[src/rtl/qlane_pkg.sv]
package qlane_pkg;
  localparam int unsigned BYTE_W = 8;
  localparam logic [7:0] IDLE_BYTE = 8'hE1;
  localparam logic [7:0] PRE_BYTE  = 8'hAA;
  localparam logic [7:0] SFD_BYTE  = 8'hAB;
  localparam logic [7:0] EXT_BYTE  = 8'hC9;

  typedef enum logic [1:0] {
    ST_HUNT,
    ST_DATA,
    ST_CTRL,
    ST_TAIL
  } fr_state_e;

  // level code 0..3 = -3,-1,+1,+3
  function automatic logic [1:0] quat_bits(input logic [1:0] lvl);
    case (lvl)
      2'd3:    quat_bits = 2'b10;
      2'd2:    quat_bits = 2'b11;
      2'd1:    quat_bits = 2'b01;
      default: quat_bits = 2'b00;
    endcase
  endfunction
endpackage

[src/rtl/qlane_sym_dec.sv]
module qlane_sym_dec (
  input  logic       null_i,
  input  logic [1:0] lvl_i,
  output logic [1:0] bits_o,
  output logic       ok_o
);
  assign bits_o = null_i ? 2'b00 : qlane_pkg::quat_bits(lvl_i);
  assign ok_o   = !null_i;
endmodule

[src/rtl/qlane_hunt.sv]
module qlane_hunt #(
  parameter int unsigned PRE_BYTES = 4,
  parameter int unsigned BPS       = 2
) (
  input  logic           clk_i,
  input  logic           rst_ni,
  input  logic [BPS-1:0] bits_i,
  input  logic           ok_i,
  input  logic           lane_b_i,
  output logic           hit_o
);
  import qlane_pkg::*;
  localparam int unsigned NBYTES = PRE_BYTES + 1;
  localparam int unsigned W      = NBYTES * BYTE_W;
  localparam int unsigned NS     = W / BPS;

  logic [W-1:0]  win_q, win_n, exp_pat;
  logic [NS-1:0] ok_q, ok_n;

  // window advances one symbol per cycle, so every symbol phase is tested
  assign win_n = {win_q[W-BPS-1:0], bits_i};
  assign ok_n  = {ok_q[NS-2:0], ok_i};

  always_comb begin
    exp_pat = '0;
    exp_pat[W-1 -: BYTE_W] = IDLE_BYTE;
    for (int b = 1; b < NBYTES - 1; b++) exp_pat[W-1-BYTE_W*b -: BYTE_W] = PRE_BYTE;
    exp_pat[BYTE_W-1:0] = lane_b_i ? SFD_BYTE : PRE_BYTE;
  end

  assign hit_o = (&ok_n) && (win_n == exp_pat);

  always_ff @(posedge clk_i or negedge rst_ni) begin
    if (!rst_ni) begin
      win_q <= '0;
      ok_q  <= '0;
    end else begin
      win_q <= win_n;
      ok_q  <= ok_n;
    end
  end
endmodule

[src/rtl/qlane_descr.sv]
module qlane_descr #(
  parameter int unsigned LEN   = 7,
  parameter int unsigned TAP_A = 7,
  parameter int unsigned TAP_B = 6,
  parameter int unsigned BPS   = 2
) (
  input  logic           clk_i,
  input  logic           rst_ni,
  input  logic           clr_i,
  input  logic           en_i,
  input  logic [BPS-1:0] scr_i,
  output logic [BPS-1:0] plain_o
);
  logic [LEN-1:0] st_q;
  logic [LEN-1:0] st_c [0:BPS];

  assign st_c[0] = st_q;

  // bits handled MSB first, i.e. in line order
  for (genvar i = 0; i < BPS; i++) begin : g_bit
    assign plain_o[BPS-1-i] = scr_i[BPS-1-i] ^ st_c[i][TAP_A-1] ^ st_c[i][TAP_B-1];
    assign st_c[i+1]        = {st_c[i][LEN-2:0], scr_i[BPS-1-i]};
  end

  always_ff @(posedge clk_i or negedge rst_ni) begin
    if (!rst_ni)   st_q <= '0;
    else if (clr_i) st_q <= '0;
    else if (en_i)  st_q <= st_c[BPS];
  end
endmodule

[src/rtl/qlane_rx_framer.sv]
module qlane_rx_framer #(
  parameter int unsigned PRE_BYTES = 4,
  parameter int unsigned EXT_W     = 4,
  parameter int unsigned SCR_LEN   = 7,
  parameter int unsigned SCR_TAP_A = 7,
  parameter int unsigned SCR_TAP_B = 6
) (
  input  logic             clk_i,
  input  logic             rst_ni,
  input  logic             lane_b_i,
  input  logic             sym_null_i,
  input  logic [1:0]       sym_lvl_i,
  output logic             byte_vld_o,
  output logic [7:0]       byte_o,
  output logic             byte_suspect_o,
  output logic             in_frame_o,
  output logic             aligned_o,
  output logic             eop_o,
  output logic [7:0]       ctrl_o,
  output logic [EXT_W-1:0] ext_cnt_o,
  output logic             rx_err_o
);
  import qlane_pkg::*;
  localparam int unsigned BPS   = 2;
  localparam int unsigned SPB   = BYTE_W / BPS;
  localparam int unsigned CNT_W = $clog2(SPB);
  localparam int unsigned NUL_W = $clog2(SPB + 1);
  localparam logic [CNT_W-1:0] LAST_SYM = CNT_W'(SPB - 1);
  localparam logic [NUL_W-1:0] LAST_NUL = NUL_W'(SPB - 1);

  fr_state_e         state_q;
  logic [CNT_W-1:0]  sym_cnt_q;
  logic [NUL_W-1:0]  nul_cnt_q;
  logic [7:0]        asm_q;
  logic              first_q;
  logic              vld_q, susp_q, alg_q, eop_q, err_q;
  logic [7:0]        byte_q, ctrl_q;
  logic [EXT_W-1:0]  ext_q;

  logic [BPS-1:0] sym_bits, plain_bits;
  logic           sym_ok, hit, descr_clr, descr_en;
  logic [7:0]     asm_raw_n, asm_dat_n;

  qlane_sym_dec u_dec (
    .null_i (sym_null_i),
    .lvl_i  (sym_lvl_i),
    .bits_o (sym_bits),
    .ok_o   (sym_ok)
  );

  qlane_hunt #(.PRE_BYTES(PRE_BYTES), .BPS(BPS)) u_hunt (
    .clk_i    (clk_i),
    .rst_ni   (rst_ni),
    .bits_i   (sym_bits),
    .ok_i     (sym_ok),
    .lane_b_i (lane_b_i),
    .hit_o    (hit)
  );

  assign descr_clr = (state_q == ST_HUNT) && hit;
  assign descr_en  = (state_q == ST_DATA) && sym_ok && (nul_cnt_q == '0);

  qlane_descr #(.LEN(SCR_LEN), .TAP_A(SCR_TAP_A), .TAP_B(SCR_TAP_B), .BPS(BPS)) u_descr (
    .clk_i   (clk_i),
    .rst_ni  (rst_ni),
    .clr_i   (descr_clr),
    .en_i    (descr_en),
    .scr_i   (sym_bits),
    .plain_o (plain_bits)
  );

  assign asm_raw_n = {asm_q[7-BPS:0], sym_bits};
  assign asm_dat_n = {asm_q[7-BPS:0], plain_bits};

  always_ff @(posedge clk_i or negedge rst_ni) begin
    if (!rst_ni) begin
      state_q   <= ST_HUNT;
      sym_cnt_q <= '0;
      nul_cnt_q <= '0;
      asm_q     <= '0;
      first_q   <= 1'b0;
      vld_q     <= 1'b0;
      susp_q    <= 1'b0;
      alg_q     <= 1'b0;
      eop_q     <= 1'b0;
      err_q     <= 1'b0;
      byte_q    <= '0;
      ctrl_q    <= '0;
      ext_q     <= '0;
    end else begin
      vld_q  <= 1'b0;
      susp_q <= 1'b0;
      alg_q  <= 1'b0;
      eop_q  <= 1'b0;
      err_q  <= 1'b0;
      unique case (state_q)
        ST_HUNT: begin
          if (hit) begin
            state_q   <= ST_DATA;
            alg_q     <= 1'b1;
            sym_cnt_q <= '0;
            nul_cnt_q <= '0;
            first_q   <= 1'b1;
            ext_q     <= '0;
          end
        end
        ST_DATA: begin
          if (!sym_ok) begin
            if (sym_cnt_q != '0) begin
              err_q   <= 1'b1;
              state_q <= ST_HUNT;
            end else if (nul_cnt_q == LAST_NUL) begin
              state_q   <= ST_CTRL;
              nul_cnt_q <= '0;
              sym_cnt_q <= '0;
            end else begin
              nul_cnt_q <= nul_cnt_q + 1'b1;
            end
          end else if (nul_cnt_q != '0) begin
            err_q   <= 1'b1;
            state_q <= ST_HUNT;
          end else begin
            asm_q     <= asm_dat_n;
            sym_cnt_q <= sym_cnt_q + 1'b1;
            if (sym_cnt_q == LAST_SYM) begin
              vld_q   <= 1'b1;
              byte_q  <= asm_dat_n;
              susp_q  <= first_q;
              first_q <= 1'b0;
            end
          end
        end
        ST_CTRL: begin
          if (!sym_ok) begin
            err_q   <= 1'b1;
            state_q <= ST_HUNT;
          end else begin
            asm_q     <= asm_raw_n;
            sym_cnt_q <= sym_cnt_q + 1'b1;
            if (sym_cnt_q == LAST_SYM) begin
              ctrl_q  <= asm_raw_n;
              eop_q   <= 1'b1;
              state_q <= ST_TAIL;
            end
          end
        end
        default: begin
          if (!sym_ok) begin
            state_q <= ST_HUNT;
          end else begin
            asm_q     <= asm_raw_n;
            sym_cnt_q <= sym_cnt_q + 1'b1;
            if (sym_cnt_q == LAST_SYM) begin
              if (asm_raw_n == EXT_BYTE) begin
                if (ext_q != '1) ext_q <= ext_q + 1'b1;
              end else begin
                state_q <= ST_HUNT;
              end
            end
          end
        end
      endcase
    end
  end

  assign byte_vld_o     = vld_q;
  assign byte_o         = byte_q;
  assign byte_suspect_o = susp_q;
  assign in_frame_o     = (state_q == ST_DATA);
  assign aligned_o      = alg_q;
  assign eop_o          = eop_q;
  assign ctrl_o         = ctrl_q;
  assign ext_cnt_o      = ext_q;
  assign rx_err_o       = err_q;

  a_r2_align_enters_frame: assert property (@(posedge clk_i) disable iff (!rst_ni)
    aligned_o |-> in_frame_o);
  a_r5_byte_in_frame: assert property (@(posedge clk_i) disable iff (!rst_ni)
    byte_vld_o |-> in_frame_o);
  a_r6_eop_leaves_frame: assert property (@(posedge clk_i) disable iff (!rst_ni)
    eop_o |-> (!in_frame_o && !byte_vld_o));
  a_r7_ctrl_hold: assert property (@(posedge clk_i) disable iff (!rst_ni)
    !eop_o |-> $stable(ctrl_o));
  a_r8_err_exits: assert property (@(posedge clk_i) disable iff (!rst_ni)
    rx_err_o |-> (!in_frame_o && !eop_o));
  a_r9_ext_mono: assert property (@(posedge clk_i) disable iff (!rst_ni)
    !aligned_o |-> (ext_cnt_o >= $past(ext_cnt_o)));
endmodule

[config.mk]
export PLATFORM = sky130hd
export DESIGN_NAME = qlane_rx_framer
export DESIGN_NICKNAME = d
export VERILOG_FILES = /design/src/rtl/qlane_pkg.sv /design/src/rtl/qlane_sym_dec.sv /design/src/rtl/qlane_hunt.sv /design/src/rtl/qlane_descr.sv /design/src/rtl/qlane_rx_framer.sv
export SDC_FILE = /design/constraint.sdc
export NUM_CORES = 1
export LEC_CHECK = 0
export ABC_CLOCK_PERIOD_IN_PS = 1800
export BUFFER_PORTS_ARGS = -buffer_cell sky130_fd_sc_hd__buf_4
export CORE_MARGIN = 1.5
export CORE_UTILIZATION = 35
export CTS_CLUSTER_DIAMETER = 120
export DETAILED_ROUTE_END_ITERATION = 6
export GPL_TIMING_DRIVEN = 0
export SLEW_MARGIN = 20
export SYNTH_ARGS = -nofsm -noshare
export SYNTH_HDL_FRONTEND = slang
export SYNTH_SLANG_ARGS = --single-unit
[constraint.sdc]
create_clock -name clk_i -period 1.8 [get_ports clk_i]
set_input_delay 0.18 -clock clk_i [delete_from_list [all_inputs] [get_ports clk_i]]
set_output_delay 0.18 -clock clk_i [all_outputs]
set_load 0.05 [all_outputs]
==> impl_metrics.toml <==
[clock_tree]
clkTransAtPathRegs_ns = 0.10
cts_buffers = 9
root_buffer = "clkbuf_8"
clk_latency_ns = 0.36
htree_levels = 3
tritoncts = "done"
cts_sinks = 103
clk_path_buf_depth = 2

[yosys]
synth-main-ff-cell = "dfrtp_1"
yosysWarnings = 0
yosysUniqueCellTypes = 49
syn_inst = 274
async_flop_share = 1.000
syn_avg_cell_area_um2 = 14.05
synth_edf_count = 0
synth_top_area_frac = 0.6697
synth_fp_nets = 289
synth_area_mm2 = 0.003849
synth.area.top_cells = "dfrtp_1 (67%), mux2_2 (5.6%), mux2i_1 (3.1%)"
synth_top_area_cell = "dfrtp_1"
seq_area_frac_synth = 0.6697
ys_ff_latch = 103

[place]
dp_hpwl_um = 4680
dp_cells = 445
io_buffers = 31
place_area_mm2 = 0.004294
post-place-ws_ns = -0.5109
place.gp.congestion = 0.7556

[sta]
post-route-min-period_ns = 2.130
max_freq_ghz = 0.4694
skew_ns = 0.01281
setup-violations-final = 20
tightest_slew_ns = 0.9061
setup_tns_ns = -5.280
slew-limit-headroom = 0.3959
grt_setup_unrepaired = "yes"
finalHoldViolCount = 0
worst_slack_ns = -0.3303
post-route-period-util = 1.183
slew_viol_final = 0

[die]
coreArea_mm2 = 0.01079
die_w_um = 107.9
row_count = 38
die_area_mm2 = 0.01163
start_util = 0.3566
die_h_um = 107.9
io_pins = 32

[status]
status = "complete, but fails checks"
violations = "setup timing"

[power]
powerDensity_mw_per_mm2 = 813.9
clkPwrFrac = 0.347
pwr-share-comb = 0.031
seq_power_share = 0.621
p_int_mw = 2.990
ir_worst_vdd_mv = 0.4107
p_switching_mw = 0.9218
p_sw_frac = 0.2357
leakage_nw = 2.299

[route]
routed_wl_um = 7136
num_vias = 2290
drt_iter0_drc = 90
wl_per_cell_um = 14.96
drcViolationCount = 0
drt-vias-per-instance = 4.801
drtAntennaViolNets = 0
dr.pass1.iters = 4

[layout]
stdcell_area_mm2 = 0.004806
drive_gt1_frac = 0.3680
synthToLayoutAreaGrowth_pct = 24.87
nNetsFinal = 347
final_cells = 477
fill_cells = 980
antenna_cells = 0

[critical_path]
critPathLaunchType = "register"
cp.required_ns = 2.06
reg2reg_to = "ext_cnt_o[1]$_DFFE_PN0P_"
r2r_cells = 8
cp_max_fo = 5
r2r-start = "u_hunt.win_q[28]$_DFF_PN0_"
reg2reg_slack_ns = -0.33
crit_end = "ext_cnt_o[1]$_DFFE_PN0P_"
crit_path_end_kind = "register"
arrival_ns = 2.39
critical_path_class = "reg2reg"
crit_start = "u_hunt.win_q[28]$_DFF_PN0_"

[grt]
first_global_vias = 2365
grt_max_degree = 104
overflow = 0
grt_pass1_wl_um = 11750
track_usage = 0.1337
antenna_found_initial = 0

[worst_hold_path]
hold_class = "in2reg"
worstHoldPathCells = 2

[job]
max_cap_viol_count = 0
## power by group through the flow
stage	registers [mW]	logic [mW]	clock network (mW)
after global routing	2.44	0.140	1.50
after floorplan	2.46	0.0382	0
after global placement	2.48	0.105	0
after detailed placement	2.48	0.108	0
final	2.43	0.123	1.36
after CTS	2.43	0.122	1.41
## what timing repair did
item | 4_1_cts | 5_1_grt
setup endpoints to repair | 35 | 42
buffers inserted | 11 | 4
resized for setup | 27 | 19
hold buffers | 1 | 0
hold endpoints to repair | 103 | 0
pin swaps | 9 | 6
## cells in the final DEF, fill, tap and decap left out, drive strengths merged, types with 5 or more instances in the layout
cell    synthesis  routed
mux2i          12      12
inv            10      12
nand2          17      17
nor2           13      13
nand4           6       6
o21ai          10      10
dfrtp         103     103
ha              9       9
a21oi           5       5
clkbuf          5      14
mux2           20      20
buf             2      49
## cell type report
class / count / area, um^2 / share of cell area
timing repair buffer: 47 / 382.9 / 0.07967
multi-input combinational: 154 / 1385 / 0.2882
sequential: 103 / 2577 / 0.5363
clock buffer: 10 / 137.6 / 0.02864
clock inverter: 6 / 52.55 / 0.01093
buffer: 7 / 57.56 / 0.01198
tap: 140 / 175.2 / 0.03645
inverter: 10 / 37.54 / 0.007810
## layer usage
metal  GRT usage  wire length, um  vias to the layer above
met5           0                0                        -
met4     0.03665               78                        0
met3     0.04056              207                        7
met2      0.2234             3585                       29
met1      0.1684             3264                     1170
li1            -                -                     1084
## critical path: stages, from the launching register on
cell and delay (ns):
dfrtp_1 0.39, or4b_4 0.56, nor4_4 0.20, nand4_1 0.15
buf_6 0.16, o21ai_4 0.22, buf_6 0.14, nand2b_4 0.07
o2bb2ai_2 0.12
## logic make-up (layout without fill, tap and decap cells)
kind of cell               Yosys count  in the layout  synth area share
xor gates and xnor gates             6              6           0.01366
and+or+nand+nor                     72             72            0.1128
AOI/OAI and AO/OA                   35             35           0.06697
muxes                               32             32           0.08973
adders and majority gates            9              9           0.02926
buffers and inverters               17             80           0.01788
DFF                                103            103            0.6697
## state kept, by name (all words and copies together), names as in the netlist, 3 cells and up
name / flops
ctrl_o: 8
nul_cnt_q: 3
u_hunt.ok_q: 19
ext_cnt_o: 4
u_descr.st_q: 7
u_hunt.win_q: 38
asm_q: 6
byte_o: 8
## cells in the mapped netlist (3+ instances only)
master     instances
dfrtp_1          103
mux2_2            19
nand2_1           17
mux2i_1           12
nor2_1            12
inv_1             10
ha_1               9
o21ai_0            8
nand4_1            6
a21oi_1            5
clkbuf_1           5
nand2b_1           4
nand3_1            4
nand4b_1           4
nand4bb_1          4
nor2b_1            4
o2bb2ai_1          4
nor4_1             3
or4b_1             3
xnor2_1            3
xor2_1             3
## how the worst min path moves through the flow
stage | from | end | slack (ns)
final | sym_null_i | u_hunt.win_q[0]$_DFF_PN0_ | 0.08
after global placement | u_hunt.win_q[10]$_DFF_PN0_ | u_hunt.win_q[12]$_DFF_PN0_ | 0.35
after global routing | sym_null_i | u_hunt.win_q[0]$_DFF_PN0_ | 0.07
after detailed placement | u_hunt.win_q[10]$_DFF_PN0_ | u_hunt.win_q[12]$_DFF_PN0_ | 0.35
after floorplan | rst_ni | aligned_o$_DFF_PN0_ | -0.12
after CTS | sym_null_i | u_hunt.win_q[0]$_DFF_PN0_ | 0.06
## per-stage QoR
step / power, mW / hold WS [ns] / util
2_1_floorplan: 2.500 / -0.1156 / -
3_3_place_gp: 2.580 / 0.3504 / 0.3975
3_5_place_dp: 2.586 / 0.3532 / 0.3979
5_1_grt: 4.084 / 0.07258 / 0.4453
4_1_cts: 3.967 / 0.06241 / 0.4358
6_report: 3.912 / 0.07617 / 0.4453
No activity file was read; power rests on OpenSTA's default activity.
